[config.mk]
export PLATFORM = sky130hd
export DESIGN_NAME = cfg_stream_reader
export DESIGN_NICKNAME = d
export VERILOG_FILES = /design/src/rtl/cfg_stream_reader.sv
export SDC_FILE = /design/constraint.sdc
export NUM_CORES = 1
export LEC_CHECK = 0
export BUFFER_PORTS_ARGS = -buffer_cell sky130_fd_sc_hd__buf_2
export CORE_AREA = 8 8 45 47
export CTS_BUF_LIST = sky130_fd_sc_hd__clkbuf_4 sky130_fd_sc_hd__clkbuf_8
export CTS_CLUSTER_DIAMETER = 30
export DETAILED_ROUTE_END_ITERATION = 8
export DIE_AREA = 0 0 53 55
export PLACE_DENSITY = 0.76
export SYNTH_ARGS = -nofsm -noshare
export SYNTH_HDL_FRONTEND = slang
export SYNTH_SLANG_ARGS = --single-unit
[constraint.sdc]
create_clock -name clk -period 1.3 [get_ports clk]
set_input_delay 0.065 -clock clk [delete_from_list [all_inputs] [get_ports clk]]
set_output_delay 0.065 -clock clk [all_outputs]
set_load 0.1 [all_outputs]
[src/rtl/cfg_stream_reader.sv]
module cfg_stream_reader #(
  parameter int ROWS      = 16,
  parameter int ROW_BITS  = 24,
  parameter bit RST_LEVEL = 1'b0
) (
  input  logic clk,
  input  logic por_n,
  input  logic oe_rst,
  input  logic cs_n,
  output logic data_o,
  output logic data_oe,
  output logic casc_n
);
  localparam int ROW_W = (ROWS > 2) ? $clog2(ROWS) : 1;
  localparam int BIT_W = $clog2(ROW_BITS);
  localparam logic [ROW_W-1:0] ROW_MAX = ROW_W'(ROWS - 1);
  localparam logic [BIT_W-1:0] BIT_MAX = BIT_W'(ROW_BITS - 1);

  logic [ROW_BITS-1:0] rom [ROWS];

  for (genvar r = 0; r < ROWS; r++) begin : g_row
    for (genvar b = 0; b < ROW_BITS; b++) begin : g_bit
      localparam int A = r * ROW_BITS + b;
      assign rom[r][b] = 1'((A ^ (A >> 2) ^ (A >> 5)) & 1);
    end
  end

  logic [ROW_W-1:0] row_q;
  logic [BIT_W-1:0] bit_q;
  logic             done_q;
  logic             rst_act, adv, row_end, last;

  assign rst_act = (oe_rst == RST_LEVEL);
  assign adv     = !rst_act && !cs_n && !done_q;
  assign row_end = (bit_q == BIT_MAX);
  assign last    = row_end && (row_q == ROW_MAX);

  always_ff @(posedge clk or negedge por_n) begin
    if (!por_n) begin
      row_q  <= '0;
      bit_q  <= '0;
      done_q <= 1'b0;
    end else if (rst_act) begin
      row_q  <= '0;
      bit_q  <= '0;
      done_q <= 1'b0;
    end else if (adv) begin
      if (last) begin
        done_q <= 1'b1;
      end else if (row_end) begin
        bit_q <= '0;
        row_q <= row_q + 1'b1;
      end else begin
        bit_q <= bit_q + 1'b1;
      end
    end
  end

  assign data_o  = rom[row_q][bit_q];
  assign data_oe = adv;
  assign casc_n  = !done_q;


  float_on_reset_chk: assert property (@(posedge clk) disable iff (!por_n)
    rst_act |-> !data_oe);


  clear_chk: assert property (@(posedge clk) disable iff (!por_n)
    rst_act |=> (row_q == '0 && bit_q == '0 && casc_n));


  frozen_chk: assert property (@(posedge clk) disable iff (!por_n)
    (!rst_act && cs_n) |=> ($stable(row_q) && $stable(bit_q)));


  wrap_chk: assert property (@(posedge clk) disable iff (!por_n)
    (adv && row_end && !last) |=> (bit_q == '0 && row_q == $past(row_q) + 1'b1));


  done_quiet_chk: assert property (@(posedge clk) disable iff (!por_n)
    !casc_n |-> !data_oe);


  done_hold_chk: assert property (@(posedge clk) disable iff (!por_n)
    (!casc_n && !rst_act) |=> !casc_n);
endmodule

==> metrics.md <==
| Metric | Value |
|---|---|
| All-Layer GR Usage | 14.8% |
| Met1 Wirelength | around 740 um |
| Worst EP arrival | 1.80 ns |
| Share of cells above drive strength 1 | 51.0% |
| Required @ worst endpoint | 1.24 ns |
| Die Span Y | 55 um |
| Drt total wl | 1.84 mm |
| Post-Synthesis Cells | between 60 and 70 |
| Critical path endpoint category | primary output |
| Final core utilization | about 80% |
| 1st-pass router iterations | 4 |
| Yosys warns | 0 |
| Total power | 0.745 mW |
| Maximum clock frequency | 536 MHz |
| Placed cell areas | approximately 890 um^2 |
| Status | complete, but fails checks |
| Leak pwr | 0.492 nW |
| First-pass GRT wire length | around 3.0 mm |
| Area grow syn2layout | 62.0% |
| Headroom to the max-slew limit | 79.9% |
| Root buf cell | clkbuf_4 |
| Die X | 53 um |
| Synth Register Bits | 10 |
| WHS Path Cells | 2 |
| Metal3 WL | 69 um |
| R2r worst-path depth | 5 |
| Post-synth net total | 77 |
| R2R Setup Slk | -0.20 ns |
| Sequential-to-total area share from yosys stat | 36.9% |
| Starting Density | 49.0% |
| Minimum clock period | 1.87 ns |
| CTS Buffer Depth | 2 |
| Max Transition Viols Final | 0 |
| H-tree lvl count | 1 |
| Number of distinct library cells after synthesis | 28 |
| CTS clk-pin slew, worst paths | 0.07 ns |
| Hpwl dp | 1.21 mm |
| Final Cycle Share | 143% |
| Clk_skew | roughly 0.0014 ns |
| Fin worst setup slack | -0.565 ns |
| Worst min path class | input port to flip-flop |
| Worst reg2reg path endpoint | bit_q[3]$_DFFE_PN0P_ |
| Nets | 111 |
| Top Layer Used | met4 |
| Avg WL per Cell | 15.9 um |
| Fin area | 0.00110 mm^2 |
| Total gr overflow | 0 |
| Initial drt markers | 14 |
| Startpoint types | flip-flop |
| P per Cell Area | 678 mW/mm^2 |
| Max FO, Critical Path | 4 |
| Synthesized area | 678 um^2 |
| Die area | between 0.002 and 0.003 mm^2 |
| GPL Wtd Cong | between 0.7 and 0.8 |
| Largest net degree at the start of global routing | 11 |
| Vias per cell | 5.26 |
| RR Startpoint | bit_q[0]$_DFFE_PN0P_ |
| Post-DRT Antenna Nets | 0 |
| Setup CP Type | flip-flop to primary output |
| Max_cap viols | 0 |
| Total CTS buffers | 3 |
| Initial antenna violation count | 0 |
| Number of global-route vias before repair | 669 |
| RSZ-0062 raised after global routing | yes |
| Endpoints failing setup | 12 |
| Clk_lat worst skew | between 0.2 and 0.3 ns |
| Core ar. | 0.00138 mm^2 |
| Slew @ Worst Pin | between 0.3 and 0.4 ns |
| Maximum VDD drop | 0.959 mV |
| Clock sink count | 10 |
| Met2 WL | 1.01 mm |
| Antenna Cells | 0 |
| CTS tree | yes |
| Hold_sp | oe_rst |
| WHS Endpoint | row_q[1]$_DFFE_PN0P_ |
| Fill cells | 70 |
| Via count of the routed design | between 600 and 700 |
| Row cnt | 14 |
| Syn Area/Cell | 10.1 um^2 |
| Remaining DRCs | 0 |
| Port Buffers | 6 |
| Violated checks | setup timing |
| I/O pin total | 7 |
| Final hold violation count | 0 |
[registers in the layout (all words and copies together) (netlist names)]
| register | count |
|---|---|
| row_q | 4 |
| done_q | 1 |
| bit_q | 5 |
[critical path, stage by stage, from the launching register on]
cell and delay (ns):
dfrtp_1 0.41, xnor3_2 0.44, nor2_2 0.13, a21oi_2 0.06, o311ai_4 0.25, buf_12 0.21
[worst max path at each step]
stage                          from                    to  slack [ns]  depth (start not counted)
3_5_place_dp   bit_q[2]$_DFFE_PN0P_                data_o       -0.25                          5
3_3_place_gp   bit_q[0]$_DFFE_PN0P_                data_o       -0.22                          5
2_1_floorplan    done_q$_DFFE_PN0P_  bit_q[3]$_DFFE_PN0P_       -0.82                          4
5_1_grt        bit_q[2]$_DFFE_PN0P_                data_o       -0.62                          5
6_report       bit_q[0]$_DFFE_PN0P_                data_o       -0.57                          5
4_1_cts        row_q[2]$_DFFE_PN0P_                data_o       -0.57                          5
[layout by cell type, fill, tap and decap left out, types with 2 or more instances in the layout]
cell type	instances
dfrtp_1	10
nand3b_1	2
ha_1	4
buf_4	19
mux2i_1	4
ha_4	2
buf_12	2
xor2_1	3
nand2_1	4
nor2_1	5
inv_1	4
a21oi_2	4
nand3_4	2
buf_2	3
nand4_1	3
buf_6	4
or3_1	2
clkbuf_4	4
[report_power, final]
group / internal (mW) / switching (mW) / total (mW)
logic: 0.0559 / 0.0741 / 0.130
clock network: 0.171 / 0.127 / 0.298
registers: 0.314 / 0.00329 / 0.317
[synth_stat cells (all sizes together)]
| cell type | number | share of area [%] |
|---|---|---|
| nand4b | 1 | 1.3 |
| o21ai | 1 | 0.74 |
| clkinv | 1 | 0.55 |
| buf | 1 | 1.1 |
| inv | 4 | 2.2 |
| nand3 | 3 | 2.2 |
| ha | 6 | 11 |
| a21oi | 5 | 4.2 |
| or3 | 2 | 1.8 |
| and3 | 1 | 0.92 |
| and4b | 1 | 1.5 |
| o211ai | 1 | 1.1 |
| nand3b | 2 | 2.2 |
| o2111ai | 1 | 1.3 |
| nand2b | 1 | 0.92 |
| mux2i | 4 | 5.9 |
| nor2 | 6 | 3.3 |
| o311ai | 1 | 2.4 |
| dfrtp | 10 | 37 |
| nor3b | 1 | 2.8 |
| nand2 | 4 | 2.2 |
| and2 | 1 | 1.1 |
| xnor2 | 1 | 1.3 |
| xor2 | 3 | 3.9 |
| nor2b | 1 | 0.92 |
| nand4 | 3 | 2.8 |
| xnor3 | 1 | 3.3 |
[per-layer routing]
| metal | GRT usage, % | vias up |
|---|---|---|
| li1 | - | 304 |
| met2 | 28.3 | 12 |
| met3 | 4.28 | 2 |
| met5 | 0 | - |
| met1 | 13.2 | 292 |
| met4 | 9.48 | 0 |
[cell families after synthesis]
logic type | count (synthesis) | synth area share [%]
DFF | 10 | 36.9
buffers and inverters | 6 | 3.87
adders and majority gates | 6 | 11.1
and+or+nand+nor | 27 | 24.0
muxes | 4 | 5.90
AOI/OAI and AO/OA | 9 | 9.78
xor gates and xnor gates | 5 | 8.49
[area by class of cell]
class	count	area [um^2]	share of cell area, %
Clock buffer	4	36.3	3.30
Inverter	5	18.8	1.71
Multi-Input combinational cell	51	513	46.7
Sequential cell	10	250	22.8
Tap cell	16	20.0	1.82
Timing Repair Buffer	30	260	23.7
[what timing repair did]
item,4_1_cts,5_1_grt
hold endpoints to repair,10,0
gates resized for setup,17,9
setup buffers,5,5
setup endpoints to repair,12,13
hold buffers,1,0
pin swaps,6,13
[per-stage QoR]
step	hold slack, ns	setup TNS, ns	std cells	setup WS [ns]
2_1_floorplan	-0.231	-7.14	67	-0.822
3_3_place_gp	-0.0627	-0.882	104	-0.218
3_5_place_dp	-0.0595	-1.31	104	-0.250
4_1_cts	0.0688	-1.52	114	-0.570
5_1_grt	0.0656	-2.50	116	-0.624
6_report	0.0553	-1.72	116	-0.565
Note: power is estimated with default switching activity, not from simulation.
